==> src/rtl/serial_adapter_pkg.sv <==
package serial_adapter_pkg;
   localparam int BYTE_W  = 8;
   localparam int FRAME_W = 11;
   localparam int CNT_W   = 4;
   localparam int C_TXW   = 0;
   localparam int C_RXR   = 1;
   localparam int C_STAT  = 2;
   localparam int N_CAUSE = 3;

   typedef struct packed {
      logic       rx_ie;
      logic       tx_ie;
      logic       two_stop;
      logic       seven;
      logic [1:0] div_sel;
   } ctrl_t;
endpackage

==> src/rtl/sa_tx.sv <==
module sa_tx
   import serial_adapter_pkg::*;
#(
   parameter int TICK_W = 8
) (
   input  logic              clk,
   input  logic              rst_n,
   input  logic              flush_i,
   input  logic [TICK_W-1:0] period_i,
   input  logic              seven_i,
   input  logic              two_stop_i,
   input  logic              wr_i,
   input  logic [BYTE_W-1:0] wdata_i,
   output logic              hold_empty_o,
   output logic              moved_o,
   output logic              txd_o
);
   logic [BYTE_W-1:0]  hold_q;
   logic               hold_full_q;
   logic               busy_q;
   logic [FRAME_W-1:0] sh_q;
   logic [FRAME_W-1:0] framed;
   logic [CNT_W-1:0]   left_q;
   logic [CNT_W-1:0]   total;
   logic [TICK_W-1:0]  tick_q;
   logic               load;

   assign load = hold_full_q & ~busy_q & ~flush_i;

   always_comb begin
      framed = seven_i ? {3'b111, hold_q[6:0], 1'b0} : {2'b11, hold_q, 1'b0};
      total  = 4'd10 - {3'b000, seven_i} + {3'b000, two_stop_i};
   end

   always_ff @(posedge clk) begin
      if (!rst_n) begin
         hold_q      <= '0;
         hold_full_q <= 1'b0;
         busy_q      <= 1'b0;
         sh_q        <= '1;
         left_q      <= '0;
         tick_q      <= '0;
      end else if (flush_i) begin
         hold_full_q <= 1'b0;
         busy_q      <= 1'b0;
         sh_q        <= '1;
         tick_q      <= '0;
      end else begin
         if (load) begin
            hold_full_q <= 1'b0;
            busy_q      <= 1'b1;
            sh_q        <= framed;
            left_q      <= total;
            tick_q      <= '0;
         end else if (busy_q) begin
            if (tick_q == period_i - 1'b1) begin
               tick_q <= '0;
               sh_q   <= {1'b1, sh_q[FRAME_W-1:1]};
               left_q <= left_q - 1'b1;
               if (left_q == 4'd1) busy_q <= 1'b0;
            end else begin
               tick_q <= tick_q + 1'b1;
            end
         end
         if (wr_i) begin
            hold_q      <= wdata_i;
            hold_full_q <= 1'b1;
         end
      end
   end

   assign txd_o        = busy_q ? sh_q[0] : 1'b1;
   assign hold_empty_o = ~hold_full_q;
   assign moved_o      = load;

   assert_start_low_R3: assert property (@(posedge clk) disable iff (!rst_n)
      $rose(busy_q) |-> !txd_o);
   assert_bit_hold_R4: assert property (@(posedge clk) disable iff (!rst_n)
      (busy_q && tick_q != '0) |-> $stable(txd_o));
   assert_hold_fill_R5: assert property (@(posedge clk) disable iff (!rst_n)
      wr_i |=> !hold_empty_o);
endmodule

==> src/rtl/sa_rx.sv <==
module sa_rx
   import serial_adapter_pkg::*;
#(
   parameter int TICK_W = 8,
   parameter int SYNC   = 0
) (
   input  logic              clk,
   input  logic              rst_n,
   input  logic              rxd_i,
   input  logic [TICK_W-1:0] half_i,
   input  logic [TICK_W-1:0] period_i,
   input  logic              seven_i,
   input  logic              two_stop_i,
   output logic              done_o,
   output logic [BYTE_W-1:0] data_o
);
   logic              line;
   logic              prev_q;
   logic              busy_q;
   logic              good_q;
   logic [CNT_W-1:0]  idx_q;
   logic [CNT_W-1:0]  ndata;
   logic [CNT_W-1:0]  last;
   logic [TICK_W-1:0] tick_q;
   logic [BYTE_W-1:0] sr_q;

   generate
      if (SYNC == 0) begin : g_direct
         assign line = rxd_i;
      end else begin : g_sync
         logic [SYNC-1:0] chain_q;
         always_ff @(posedge clk) begin
            if (!rst_n) chain_q <= '1;
            else begin
               chain_q[0] <= rxd_i;
               for (int i = 1; i < SYNC; i++) chain_q[i] <= chain_q[i-1];
            end
         end
         assign line = chain_q[SYNC-1];
      end
   endgenerate

   assign ndata = seven_i ? 4'd7 : 4'd8;
   assign last  = 4'd9 - {3'b000, seven_i} + {3'b000, two_stop_i};

   always_ff @(posedge clk) begin
      if (!rst_n) begin
         prev_q <= 1'b1;
         busy_q <= 1'b0;
         good_q <= 1'b0;
         idx_q  <= '0;
         tick_q <= '0;
         sr_q   <= '0;
         done_o <= 1'b0;
      end else begin
         prev_q <= line;
         done_o <= 1'b0;
         if (!busy_q) begin
            if (prev_q && !line) begin
               busy_q <= 1'b1;
               tick_q <= TICK_W'(1);
               idx_q  <= '0;
               good_q <= 1'b1;
            end
         end else begin
            tick_q <= (tick_q == period_i - 1'b1) ? '0 : tick_q + 1'b1;
            if (tick_q == half_i) begin
               idx_q <= idx_q + 1'b1;
               if (idx_q == '0) begin
                  if (line) busy_q <= 1'b0;
               end else if (idx_q <= ndata) begin
                  sr_q <= {line, sr_q[BYTE_W-1:1]};
               end else if (idx_q == last) begin
                  busy_q <= 1'b0;
                  done_o <= good_q & line;
               end else begin
                  good_q <= good_q & line;
               end
            end
         end
      end
   end

   assign data_o = seven_i ? {1'b0, sr_q[BYTE_W-1:1]} : sr_q;

   assert_idx_bound_R7: assert property (@(posedge clk) disable iff (!rst_n)
      busy_q |-> idx_q <= last);
endmodule

==> src/rtl/sa_irq.sv <==
module sa_irq
   import serial_adapter_pkg::*;
(
   input  logic               clk,
   input  logic               rst_n,
   input  logic [N_CAUSE-1:0] set_i,
   input  logic [N_CAUSE-1:0] clr_i,
   output logic               irq_o,
   output logic               chg_o
);
   logic [N_CAUSE-1:0] cause_q;
   logic [N_CAUSE-1:0] set_all;
   logic [N_CAUSE-1:0] nxt;

   always_comb begin
      set_all = set_i;
      if (|set_i) set_all[C_STAT] = 1'b1;
      nxt = (cause_q & ~clr_i) | set_all;
   end

   always_ff @(posedge clk) begin
      if (!rst_n) begin
         cause_q <= '0;
         chg_o   <= 1'b0;
      end else begin
         cause_q <= nxt;
         chg_o   <= (|nxt) != (|cause_q);
      end
   end

   assign irq_o = |cause_q;

   assert_stat_armed_R11: assert property (@(posedge clk) disable iff (!rst_n)
      (|set_i) |=> cause_q[C_STAT]);
   assert_chg_edge_R12: assert property (@(posedge clk) disable iff (!rst_n)
      chg_o |-> (irq_o != $past(irq_o)));
   assert_edge_chg_R12: assert property (@(posedge clk) disable iff (!rst_n)
      (irq_o != $past(irq_o)) |-> chg_o);
endmodule

==> src/rtl/serial_adapter.sv <==
module serial_adapter
   import serial_adapter_pkg::*;
#(
   parameter int DIV_MID = 16,
   parameter int DIV_HI  = 64,
   parameter int RX_SYNC = 0
) (
   input  logic       clk,
   input  logic       rst_n,
   input  logic       bus_rd_i,
   input  logic       bus_wr_i,
   input  logic       bus_addr_i,
   input  logic [7:0] bus_wdata_i,
   output logic [7:0] bus_rdata_o,
   output logic       txd_o,
   input  logic       rxd_i,
   input  logic       dcd_i,
   input  logic       cts_i,
   output logic       irq_o,
   output logic       irq_chg_o
);
   localparam int TICK_W = $clog2(2 * DIV_HI) + 1;

   generate
      if (DIV_MID < 1 || DIV_HI < DIV_MID) begin : g_bad_div
         $error("serial_adapter: dividers must satisfy 1 <= DIV_MID <= DIV_HI");
      end
      if (RX_SYNC < 0 || RX_SYNC > 4) begin : g_bad_sync
         $error("serial_adapter: RX_SYNC must be 0..4");
      end
   endgenerate

   ctrl_t              ctrl_q;
   logic [TICK_W-1:0]  div_v;
   logic [TICK_W-1:0]  period;
   logic               flush;
   logic               data_wr;
   logic               hold_empty;
   logic               moved;
   logic               rx_done;
   logic [BYTE_W-1:0]  rx_data;
   logic [BYTE_W-1:0]  rx_buf_q;
   logic               rx_full_q;
   logic [N_CAUSE-1:0] set_v;
   logic [N_CAUSE-1:0] clr_v;
   logic               unused_wdata;

   assign unused_wdata = ^bus_wdata_i[7:6];
   assign flush   = bus_wr_i & ~bus_addr_i & (bus_wdata_i[1:0] == 2'b11);
   assign data_wr = bus_wr_i & bus_addr_i;

   always_ff @(posedge clk) begin
      if (!rst_n) ctrl_q <= '0;
      else if (bus_wr_i && !bus_addr_i && !flush) ctrl_q <= ctrl_t'(bus_wdata_i[5:0]);
   end

   always_comb begin
      case (ctrl_q.div_sel)
         2'b01:   div_v = TICK_W'(DIV_MID);
         2'b10:   div_v = TICK_W'(DIV_HI);
         default: div_v = TICK_W'(1);
      endcase
      period = div_v << 1;
   end

   sa_tx #(.TICK_W(TICK_W)) u_tx (
      .clk(clk), .rst_n(rst_n), .flush_i(flush), .period_i(period),
      .seven_i(ctrl_q.seven), .two_stop_i(ctrl_q.two_stop),
      .wr_i(data_wr), .wdata_i(bus_wdata_i),
      .hold_empty_o(hold_empty), .moved_o(moved), .txd_o(txd_o)
   );

   sa_rx #(.TICK_W(TICK_W), .SYNC(RX_SYNC)) u_rx (
      .clk(clk), .rst_n(rst_n), .rxd_i(rxd_i), .half_i(div_v), .period_i(period),
      .seven_i(ctrl_q.seven), .two_stop_i(ctrl_q.two_stop),
      .done_o(rx_done), .data_o(rx_data)
   );

   always_ff @(posedge clk) begin
      if (!rst_n) begin
         rx_buf_q  <= '0;
         rx_full_q <= 1'b0;
      end else if (rx_done) begin
         rx_buf_q  <= rx_data;
         rx_full_q <= 1'b1;
      end else if (bus_rd_i && bus_addr_i) begin
         rx_full_q <= 1'b0;
      end
   end

   always_comb begin
      set_v         = '0;
      set_v[C_TXW]  = moved & ctrl_q.tx_ie;
      set_v[C_RXR]  = rx_done & ctrl_q.rx_ie;
      clr_v         = '0;
      clr_v[C_TXW]  = data_wr;
      clr_v[C_RXR]  = bus_rd_i & bus_addr_i;
      clr_v[C_STAT] = bus_rd_i & ~bus_addr_i;
   end

   sa_irq u_irq (
      .clk(clk), .rst_n(rst_n), .set_i(set_v), .clr_i(clr_v),
      .irq_o(irq_o), .chg_o(irq_chg_o)
   );

   assign bus_rdata_o = bus_addr_i ? rx_buf_q
                                   : {irq_o, 3'b000, cts_i, dcd_i, hold_empty, rx_full_q};

   assert_rx_full_R7: assert property (@(posedge clk) disable iff (!rst_n)
      rx_done |=> rx_full_q);
   assert_tx_cause_R9: assert property (@(posedge clk) disable iff (!rst_n)
      (moved && ctrl_q.tx_ie) |=> irq_o);
   assert_flush_idle_R6: assert property (@(posedge clk) disable iff (!rst_n)
      flush |=> (txd_o && hold_empty));
endmodule

==> config.mk <==
export PLATFORM = sky130hd
export DESIGN_NAME = serial_adapter
export DESIGN_NICKNAME = d
export VERILOG_FILES = /design/src/rtl/serial_adapter_pkg.sv /design/src/rtl/sa_tx.sv /design/src/rtl/sa_rx.sv /design/src/rtl/sa_irq.sv /design/src/rtl/serial_adapter.sv
export SDC_FILE = /design/constraint.sdc
export NUM_CORES = 1
export LEC_CHECK = 0
export BUFFER_PORTS_ARGS = -buffer_cell sky130_fd_sc_hd__buf_2
export CAP_MARGIN = 20
export CORE_ASPECT_RATIO = 0.9
export CORE_MARGIN = 2
export CORE_UTILIZATION = 55
export DETAILED_ROUTE_END_ITERATION = 10
export PLACE_DENSITY = 0.8
export SYNTH_ARGS = -nofsm -noshare
export SYNTH_HDL_FRONTEND = slang
export SYNTH_SLANG_ARGS = --single-unit
==> constraint.sdc <==
create_clock -name clk -period 6.05 [get_ports clk]
set_input_delay 0.9075 -clock clk [delete_from_list [all_inputs] [get_ports clk]]
set_output_delay 0.9075 -clock clk [all_outputs]
set_load 0.03 [all_outputs]
Word-level counts from Yosys, hierarchy flattened
Index checks and enable logic that the tools add are counted.
Word-level totals
  register bits after elaboration: 76
  bits of input ports: 16
  output and inout bits: 11
  word-level logic and storage cells: 133
Cells by class
  order comparisons: 1
  multiplexer cells: 41
  reduce and logical (&&, ||, !) cells: 25
  add/subtract/negate cells: 9
  equality and inequality tests: 13
  bitwise operators: 22
Operators by type and width (number)
  $mux W8: 6
  $mux W11: 3
  $mux W4: 7
  $mux W1: 23
  $add A8 B1 Y8 const B: 2
  $eq A8 B8 Y1: 2
  $pmux W7 S2: 1
  $and A1 B1 Y1: 10
  $reduce_bool A2 Y1: 5
  $mux W9: 1
  $not A1 Y1: 9
  $reduce_or A3 Y1: 3
  $add A4 B1 Y4: 2
  $eq A8 B7 Y1: 1
  $ne A2 B2 Y1 const B: 4
  $sub A4 B1 Y4 const A: 2
  $sub A8 B1 Y8 const B: 1
  $reduce_and A2 Y1: 3
  $reduce_or A6 Y1: 1
  $reduce_and A5 Y1: 1
  $add A4 B1 Y4 const B: 1
  $eq A2 B2 Y1 const B: 2
  $eq A4 B1 Y1 const B: 1
  $eq A4 B4 Y1: 1
  13 further kinds: 19

Longest topological paths before layout
Gate-level depths: netlist of run 1.
  word-level depth: 11
  mapped depth: 8
  mapped depth without buffers: 7

By module
Synthesis of run 1 repeated with hierarchy kept, for this count alone.
Second synthesis, totals
  cells, all modules: 521
  area, all modules: 4421.7 µm²
By module, submodules not included
  sa_tx: instances 1, seq. area each 620.6 µm², cells an instance 220, area an instance 1824.2 µm²
  sa_rx: instances 1, seq. area each 480.5 µm², cells an instance 207, area an instance 1680.4 µm²
  serial_adapter: instances 1, seq. area each 300.3 µm², cells an instance 76, area an instance 747.0 µm²
  sa_irq: instances 1, seq. area each 80.1 µm², cells an instance 18, area an instance 170.2 µm²

Least setup slack after synthesis of run 1
OpenSTA, ideal clock, no wires.
  path kind: input -> output
  from: input port bus_addr_i
  to: output port bus_rdata_o[1]
  buffers on the path: 2
  path slack: 3197 ps
  data required time: 5142 ps
  data arrival time: 1946 ps
  stages on the path: 3
  path through: clkbuf_1 clkbuf_1 o21ai_0
Between the ends
  longest elaborated chain between the ends: 1
Ends and longest elaborated chain
  start: declaration: RTL line serial_adapter.sv:12  | input logic bus_addr_i,
  $mux W8: RTL line serial_adapter.sv:106  | assign bus_rdata_o = bus_addr_i ? rx_buf_q
  end: declaration: RTL line serial_adapter.sv:14  | output logic [7:0] bus_rdata_o,
Every way passes these cells.

Worst setup path in the final report of run 1
  from: input port bus_addr_i
  to: output port bus_rdata_o[3]
The elaborated chain is that of the path after synthesis.

==> impl_metrics.yaml, run 1 <==
hold_path:
  hold_path.class: "register to register"
layout:
  final_nets: 464
  areaGrowthSynthToFinish_pct: 10.73
  layout-drive-gt1-share_pct: 13.01
  num_antenna_cells: 0
  nFillCells: 539
  postLayoutCellArea_um2: 4028
  final_util_pct: 62.14
  fin_cells: 528
clock_tree:
  cts_tree: "yes"
  root_buffer: "clkbuf_8"
  post_cts_buffers: 0
  clk_pin_slew_ns: 0.08
  clk_latency_ns: 0.36
  cts_sinks: 74
  cts_resized: 0
  cts_hold_buf: 0
  cts.htree.levels: 3
  cts.path.max_buffers: 2
  cts_buffers: 9
critical_path:
  critPathKind: "primary input to output pin"
  cp_common_cell: "buf_2"
  critPathSlowestCell: "mux2_2"
  r2r_slack_ns: 3.48
  crit_arrival_ns: 1.71
  setup.worst_path.start: "bus_addr_i"
  worstSetupEndpointType: "output pin"
  start_kind: "primary input"
  worstRegToRegCells: 7
  timing.critical_path.to: "bus_rdata_o[3]"
  required_ns: 5.14
  cp_max_fo: 16
  r2r-end: "u_rx.sr_q[3]"
  r2r_start: "ctrl_q[2]"
  max_stage_delay_ns: 0.37
  path_cells: "buf_2, mux2_2, buf_2"
logic_synthesis:
  netlist_area_um2: 3637
  syn_nets: 443
  synth_async_sr_flop_share_pct: 0
  ys.flop_type: "dfxtp_1"
  ys_seq_area_share_pct: 40.73
  synth_cell_types: 53
  synth_area_per_cell_um2: 8.828
  syn_inst: 412
  ys.warnings.count: 0
  yosys_register_bits: 74
  synth_edf_count: 0
floorplan:
  fp.dieH_um: 81.15
  start_util_pct: 56.12
  io_pins: 27
  placeableCoreArea_um2: 6481
  num_rows: 28
  die-area_um2: 7281
  dieWidth_um: 89.72
timing:
  fin_hold_ws_ns: 0.4598
  skew_ns: 0.01431
  setup_viol: 0
  finalWorstSetupSlack_ns: 3.434
  fin_tns_setup_ns: 0
  finalCriticalPeriod_ns: 2.616
  relSlewSlack_pct: 52.98
  period_share_pct: 43.24
  finalHoldViolCount: 0
  maxSlewViolCount: 0
  tightest_slew_ns: 0.6955
  rsz0062_at_grt: "false"
  fmax_mhz: 382.3
route:
  first_pass_iters: 4
  wl_per_cell_um: 14.13
  drc_errors: 0
  ant_nets: 0
  via_count: 2978
  drtIter0Drc: 177
  viasPerCell: 5.640
  wirelength_um: 7462
grt:
  antenna_found_initial: 0
  grt_util_all_layers_pct: 21.31
  grt_pass1_vias: 2701
  gr-total-overflow: 0
  grt_first_pass_wirelength_um: 12510
  grt_max_degree: 41
power:
  peakVddDrop_uv: 151.8
  total_power_mw: 1.048
  pwr_density_cell_nw_per_um2: 260.2
  leakage_nw: 1.586
place:
  gp_congestion: 0.8302
  dp_slack_ns: 3.432
  io_buffers: 26
  place_inst: 512
  hpwl_um: 5137
  place_area_um2: 3801
outcome:
  outcome: "completed"
flow_run:
  maxCapViolations: 0
## registers in the layout (all words and copies together) (netlist names), 3 cells and up
| name | count |
|---|---|
| u_rx.tick_q | 8 |
| ctrl_q | 6 |
| u_tx.tick_q | 8 |
| u_tx.sh_q | 9 |
| u_tx.left_q | 4 |
| u_rx.sr_q | 8 |
| u_rx.idx_q | 4 |
| rx_buf_q | 8 |
| u_tx.hold_q | 8 |
| u_irq.cause_q | 3 |
## metal layers
layer  wire [um]  part of all wire [%]  vias up  global-route usage (%)
met3         288                   3.9        7                   5.566
met5           0                     0        -                       0
met4          80                   1.1        0                   6.000
li1            -                     -     1498                       -
met2        3561                    48       62                   36.97
met1        3531                    47     1411                   26.69
## cells in the final DEF (no fill, tap or decap), types with 3 or more instances in the layout
cell type,Yosys,final
xnor2_1,4,4
a211oi_1,10,10
buf_2,1,26
inv_1,12,12
nand2_1,49,49
nand3_1,24,24
mux2i_1,29,29
nor3b_1,5,5
nor2b_1,4,4
and3_1,5,5
a31oi_1,7,7
nand2b_1,6,6
nor4b_1,3,3
clkbuf_8,1,10
nand3b_1,3,3
mux2_2,5,5
nand4_1,4,4
ha_1,15,15
dfxtp_1,74,74
a2bb2oi_1,6,6
xor2_1,12,12
and2_1,5,5
nor3_1,10,10
a21oi_1,23,23
nor2_1,39,39
o21ai_0,13,13
## critical path, delay by kind of cell
| kind | cells | cell delay, ns |
|---|---|---|
| mux | 1 | 0.37 |
| buf+inv | 2 | 0.42 |
## power by group
| part | total (mW) | switching [mW] | internal [mW] |
|---|---|---|---|
| registers | 0.512 | 0.0130 | 0.499 |
| logic | 0.0978 | 0.0604 | 0.0375 |
| clock network | 0.438 | 0.192 | 0.247 |
## synthesized netlist by cell type, types with 2 or more instances
library cell  number  share of area [%]
clkbuf_1          13                1.3
a31oi_1            7                1.2
dfxtp_1           74                 41
a22oi_1            2               0.41
xor2_1            12                2.9
xnor2_1            4               0.96
nor3_1            10                1.4
mux2_2             5                1.5
nand2b_1           6                1.0
or3_1              2               0.34
nand3_1           24                3.3
nor2_1            39                4.0
nand3b_1           3               0.62
nor2b_1            4               0.69
nor4b_1            3               0.72
a2bb2oi_1          6                1.4
inv_1             12                1.2
o21ai_0           13                1.8
mux2i_1           29                8.0
nand2_1           49                5.1
nor4_1             2               0.34
and3_1             5               0.86
ha_1              15                5.2
a211oi_1          10                2.1
and2_1             5               0.86
nand4_1            4               0.69
nor3b_1            5                1.0
o21a_1             2               0.41
a21oi_1           23                3.2
## worst min path at each step
| stage | startpoint | to | slack, ns | depth (start not counted) |
|---|---|---|---|---|
| 6_report | u_tx.hold_q[5] | u_tx.hold_q[5] | 0.46 | 2 |
| 5_1_grt | u_tx.hold_q[5] | u_tx.hold_q[5] | 0.48 | 2 |
| 4_1_cts | u_tx.hold_q[5] | u_tx.hold_q[5] | 0.46 | 2 |
| 3_5_place_dp | u_tx.hold_q[5] | u_tx.hold_q[5] | 0.45 | 2 |
| 3_3_place_gp | u_rx.sr_q[0] | u_rx.sr_q[0] | 0.44 | 2 |
| 2_1_floorplan | u_rx.good_q | u_rx.done_o | 0.43 | 2 |
## kinds of logic (layout without fill, tap and decap cells)
kind of cell / count (synthesis) / count (layout) / share of synthesized area, %
adders and majority gates: 15 / 15 / 5.160
muxes: 34 / 34 / 9.529
DFF: 74 / 74 / 40.73
AOI/OAI and AO/OA: 74 / 74 / 13.38
xor gates and xnor gates: 16 / 16 / 3.853
buffers and inverters: 29 / 55 / 3.612
and+or+nand+nor: 170 / 170 / 23.74
## layout make-up
cell class	count	area [um2]	share of cell area (%)
Inverter	12	45.04	1.118
Clock buffer	11	141.4	3.510
Tap cell	90	112.6	2.796
Clock inverter	5	85.08	2.112
Multi-Input combinational cell	309	2024	50.26
Timing Repair Buffer	27	137.6	3.417
Sequential cell	74	1481	36.78
(Power assumes the default switching activity.)
==> run 2: changes to the inputs <==
- ABC_AREA: not set -> 1
- CORE_UTILIZATION: 55 -> 54
- PLACE_DENSITY: 0.8 -> 0.81
- clock period: 6.05 -> 2.4 ns (I/O delays scaled with it)
==> run 2 against run 1 <==
  * Clock skew decreased by 0.0045 ns
  * Global-route usage increased by 1.4 points
  * Utilization down 2.0 points
  * Worst hold slack lost 0.19 ns
  * Critical path type is now register to register
  * Critical endpoint is now u_rx.sr_q[2]
==> impl_metrics.yaml, run 2 <==
outcome:
  outcome: "completed"
place:
  place_inst: 641
  dp_slack_ns: 0.4324
  hpwl_um: 5800
  io_buffers: 26
  gp_congestion: 0.8795
  place_area_um2: 3994
logic_synthesis:
  yosysTopAreaCell: "dfxtp_1"
  syn_nets: 565
  ys_seq_area_share_pct: 38.76
  yosys-top-cells-count: "120 x nand2_1, 74 x dfxtp_1, 70 x inv_1"
  yosys_register_bits: 74
  synth_async_sr_flop_share_pct: 0
  ys.flop_type: "dfxtp_1"
  netlist_area_um2: 3822
  ys_top_cells_by_area: "dfxtp_1 39%, nand2_1 12%, inv_1 6.9%"
  synth_cell_types: 43
  synth_top_area_share_pct: 38.76
  synth.most_common_cell: "nand2_1"
  syn_inst: 534
  synth_area_per_cell_um2: 7.158
  ys.warnings.count: 0
  synth_edf_count: 0
clock_tree:
  root_buffer: "clkbuf_8"
  post_cts_buffers: 0
  cts.htree.levels: 3
  cts_hold_buf: 0
  cts_tree: "yes"
  clk_latency_ns: 0.36
  cts.path.max_buffers: 2
  cts_resized: 0
  clk_pin_slew_ns: 0.08
  cts_sinks: 74
  cts_buffers: 9
timing:
  fmax_mhz: 509.8
  fin_hold_ws_ns: 0.2746
  finalCriticalPeriod_ns: 1.962
  skew_ns: 0.009774
  rsz0062_at_grt: "false"
  finalWorstSetupSlack_ns: 0.4385
  tightest_slew_ns: 0.6133
  relSlewSlack_pct: 59.11
  period_share_pct: 81.73
  maxSlewViolCount: 0
  finalHoldViolCount: 0
  fin_tns_setup_ns: 0
  setup_viol: 0
floorplan:
  start_util_pct: 54.87
  fp.dieH_um: 83.82
  num_rows: 29
  placeableCoreArea_um2: 6967
  dieWidth_um: 92.69
  die-area_um2: 7768
  io_pins: 27
critical_path:
  critPathBufInv: 2
  cp_top_family: "flip-flops"
  critPathKind: "register to register"
  r2r_slack_ns: 0.44
  r2r-end: "u_rx.sr_q[2]"
  setup.worst_path.start: "ctrl_q[2]"
  start_kind: "register"
  path_cells: "inv_1, ha_1, inv_1, nor2_1, o21bai_1, nand2_1, o21ai_0, nand2_4, nand2_1, nand2_1, a21oi_2"
  max_stage_delay_ns: 0.51
  required_ns: 2.69
  cp_max_fo: 10
  cp_common_cell: "nand2_1"
  critPathSlowestCell: "dfxtp_1"
  r2r_start: "ctrl_q[2]"
  worstRegToRegCells: 11
  crit_arrival_ns: 2.26
  worstSetupEndpointType: "register"
layout:
  most-common-layout-cells: "120 x nand2_1, 74 x dfxtp_1, 70 x inv_1"
  largest_reg_flops: 9
  final_util_pct: 60.15
  final_nets: 590
  fin_cells: 657
  regMostFlops: "u_tx.sh_q"
  areaGrowthSynthToFinish_pct: 9.624
  num_antenna_cells: 0
  layout-drive-gt1-share_pct: 15.07
  postLayoutCellArea_um2: 4190
  mostFrequentLayoutCell: "nand2_1"
grt:
  grt_max_degree: 29
  gr-total-overflow: 0
  grt_pass1_vias: 3297
  grt_first_pass_wirelength_um: 14380
  antenna_found_initial: 0
  grt_util_all_layers_pct: 22.71
power:
  leakage_nw: 1.878
  total_power_mw: 2.646
  peakVddDrop_uv: 566.5
  pwr_density_cell_nw_per_um2: 631.5
route:
  drc_errors: 0
  wirelength_um: 8240
  wl_per_cell_um: 12.54
  via_count: 3458
  viasPerCell: 5.263
  drtIter0Drc: 155
  first_pass_iters: 5
  ant_nets: 0
hold_path:
  hold_path.class: "primary input to register"
  hp-start: "bus_wdata_i[7]"
  worstHoldPathCells: 3
  min_to: "u_tx.hold_q[7]"
flow_run:
  maxCapViolations: 0
==> run 2: cell count changes in the layout (fill, tap and decap cells not counted), moves of 11 or more <==
cell     delta
inv_2      +11
inv_1      +58
mux2i_1    -29
o21ai_0    +19
a21oi_1    +26
nand2_1    +71
==> run 2: routing by layer <==
layer  track usage, %  vias up  routed length (um)
met3            6.685       10                 377
met2            38.29       78                3934
met5                0        -                   0
li1                 -     1766                   -
met4            6.551        0                  92
met1            28.19     1604                3836
==> run 2: area by class of cell <==
cell class,instances,area [um2]
Tap cell,93,116.4
Clock inverter,4,51.30
Sequential cell,74,1481
Timing Repair Buffer,28,145.1
Inverter,85,336.6
Multi-Input combinational cell,361,1914
Fill cell,659,2776
Clock buffer,12,145.1
==> run 2: tightest hold or removal path, delay by kind of cell <==
kind	cells	cell delay [ns]
AO/OA/AOI/OAI	1	0.06
buffers and inverters	1	0.11
AND/OR/NAND/NOR	1	0.06
==> run 2: worst max path at each step <==
| stage | end | cells after the start |
|---|---|---|
| 5_1_grt | u_rx.sr_q[7] | 11 |
| 3_3_place_gp | u_rx.sr_q[1] | 10 |
| 6_report | u_rx.sr_q[2] | 11 |
| 4_1_cts | u_rx.sr_q[7] | 11 |
| 3_5_place_dp | u_rx.sr_q[7] | 11 |
| 2_1_floorplan | u_rx.sr_q[1] | 11 |
==> run 2: cell families (layout without fill, tap and decap cells) <==
kind of cell    after synthesis  count (layout)  synth area share (%)
xor+xnor                      8               8                 1.833
fa+ha+maj                    15              15                 4.910
simple gates                222             222                 25.79
compound gates              116             116                 17.55
flops                        74              74                 38.76
buf+inv                      99             129                 11.16
==> run 2: where the power goes <==
group          internal (mW)  total [mW]  switching, mW
Clock                  0.510       0.980          0.470
Combinational          0.117       0.352          0.235
Sequential              1.27        1.31         0.0397
==> run 3: changes to the inputs <==
- clock period: 2.4 -> 1.8 ns (I/O delays scaled with it)
==> run 3 against run 2 <==
  * First-iteration DRC count decreased by 15%
  * Clock-buffer cell count fell by 2
  * Setup slack worse by 0.31 ns
  * Utilization up 2.4 points
  * Sequential cell count stayed put
  * Sequential share of layout area shrank 1.3 points
  * Final area rose by 4.1%
  * Clock skew rose by 0.0013 ns
  * Final cell count up 2.0%
  * Via count down 0.29%
  * Largest power group unchanged
==> impl_metrics.yaml, run 3 (synthesis gave the netlist of run 2 again) <==
outcome:
  outcome: "completed"
clock_tree:
  cts_sinks: 74
  clk_latency_ns: 0.36
  clk_pin_slew_ns: 0.08
  cts_tree: "yes"
  cts_buffers: 9
  root_buffer: "clkbuf_8"
  cts.path.max_buffers: 2
  cts.htree.levels: 3
timing:
  skew_ns: 0.01111
  finalHoldViolCount: 0
  setup_viol: 0
  fmax_mhz: 598.8
  finalCriticalPeriod_ns: 1.670
  maxSlewViolCount: 0
  tightest_slew_ns: 0.4238
  relSlewSlack_pct: 71.57
  period_share_pct: 92.78
  rsz0062_at_grt: "true"
layout:
  final_nets: 603
  postLayoutCellArea_um2: 4360
  nFillCells: 621
  mostFrequentLayoutCell: "nand2_1"
  areaGrowthSynthToFinish_pct: 14.08
  most-common-layout-cells: "120 x nand2_1, 72 x dfxtp_1, 69 x inv_1"
  fin_cells: 670
  layout-drive-gt1-share_pct: 18.72
  num_antenna_cells: 0
  largest_reg_flops: 9
  regMostFlops: "u_tx.sh_q"
critical_path:
  path_cells: "inv_1, or2_2, buf_2"
  critPathSlowestCell: "dfxtp_1"
  start_kind: "register"
  crit_arrival_ns: 1.40
  critPathKind: "register to output pin"
  r2r-end: "u_rx.sr_q[2]"
  r2r_start: "ctrl_q[2]"
  max_stage_delay_ns: 0.47
  cp_num_cells: 3
  worstSetupEndpointType: "output pin"
  cp_top_family: "flip-flops"
  required_ns: 1.53
  cp_max_fo: 7
  critPathBufInv: 2
  r2r_slack_ns: 0.13
  worstRegToRegCells: 11
  setup.worst_path.start: "u_tx.busy_q"
  timing.critical_path.to: "txd_o"
power:
  leakage_nw: 1.963
  power_switching_share_pct: 29.11
  pwr-share-seq_pct: 47.8
  total_power_mw: 3.658
  power.internal_mw: 2.593
  pwr_density_cell_nw_per_um2: 838.8
  pwr-share-comb_pct: 14.5
  power.switching_mw: 1.065
  power.share.clock_pct: 37.7
  peakVddDrop_uv: 763.1
floorplan:
  placeableCoreArea_um2: 6967
  dieWidth_um: 92.69
  die-area_um2: 7768
  io_pins: 27
  fp.dieH_um: 83.82
  start_util_pct: 54.87
  num_rows: 29
route:
  wl_per_cell_um: 12.33
  wirelength_um: 8258
  via_count: 3448
  drtIter0Drc: 131
  viasPerCell: 5.146
  drc_errors: 0
  ant_nets: 0
  first_pass_iters: 5
grt:
  grt_pass1_vias: 3193
  grt_util_all_layers_pct: 22.54
  grt_max_degree: 38
  antenna_found_initial: 0
  gr-total-overflow: 0
  grt_first_pass_wirelength_um: 14170
place:
  place_area_um2: 4083
  io_buffers: 26
  hpwl_um: 5852
  place_inst: 651
  gp_congestion: 0.8259
hold_path:
  hold_path.class: "primary input to register"
flow_run:
  maxCapViolations: 0
[run 3: per-layer routing]
metal,global-route usage [%],up-vias,wire length (um)
met1,28.49,1569,3883
met3,6.685,15,375
met4,7.353,0,142
met5,0,-,0
li1,-,1789,-
met2,36.96,75,3857
[run 3: what timing repair did]
item                       4_1_cts  5_1_grt
hold buffers                     0        0
resized for setup                2        7
setup buffers                    3        0
pin swaps                        1        2
setup endpoints to repair        1       28
[run 3: power groups by stage]
stage	Sequential, mW	Clock (mW)	Combinational [mW]
finish	1.75	1.38	0.530
global placement	1.78	0	0.484
floorplan	1.78	0	0.371
CTS	1.75	1.40	0.521
detailed placement	1.79	0	0.497
global route	1.76	1.46	0.597
[run 3: worst min-delay path by stage]
stage                         startpoint             end  slack (ns)  cells after the start
after floorplan                    rxd_i     u_rx.prev_q        0.41                      2
after global placement         ctrl_q[4]       ctrl_q[4]        0.43                      2
after detailed placement       ctrl_q[4]       ctrl_q[4]        0.44                      2
after CTS                 bus_wdata_i[7]  u_tx.hold_q[7]        0.18                      3
after global routing      bus_wdata_i[7]  u_tx.hold_q[7]        0.19                      3
final                     bus_wdata_i[6]  u_tx.hold_q[6]        0.19                      3
[run 3: per-stage QoR]
| stage | hold slack (ns) | util [%] | worst slack, ns | setup TNS, ns |
|---|---|---|---|---|
| final | 0.1935 | 62.59 | 0.1299 | 0 |
| after global routing | 0.1858 | 62.59 | -0.003938 | -0.007250 |
| after CTS | 0.1810 | 62.21 | 0.008600 | 0 |
| after detailed placement | 0.4399 | 58.60 | -0.009414 | -0.009414 |
| after global placement | 0.4337 | 58.60 | 0.1239 | 0 |
| after floorplan | 0.4135 | - | 0.02125 | 0 |
[run 3: final cells by class]
cell class                      count  area (um2)  share of cell area, %
Sequential cell                    74        1484                  34.03
Inverter                           85       336.6                  7.719
Multi-Input combinational cell    361        1941                  44.51
Timing Repair Buffer               41       271.5                  6.227
Clock buffer                       10       137.6                  3.156
Tap cell                           93       116.4                  2.669
Clock inverter                      6       73.82                  1.693
[run 3: worst min-delay path: cells and delay by family]
kind	cells	cell delay (ns)
AO/OA/AOI/OAI	2	0.17
buffers and inverters	1	0.07
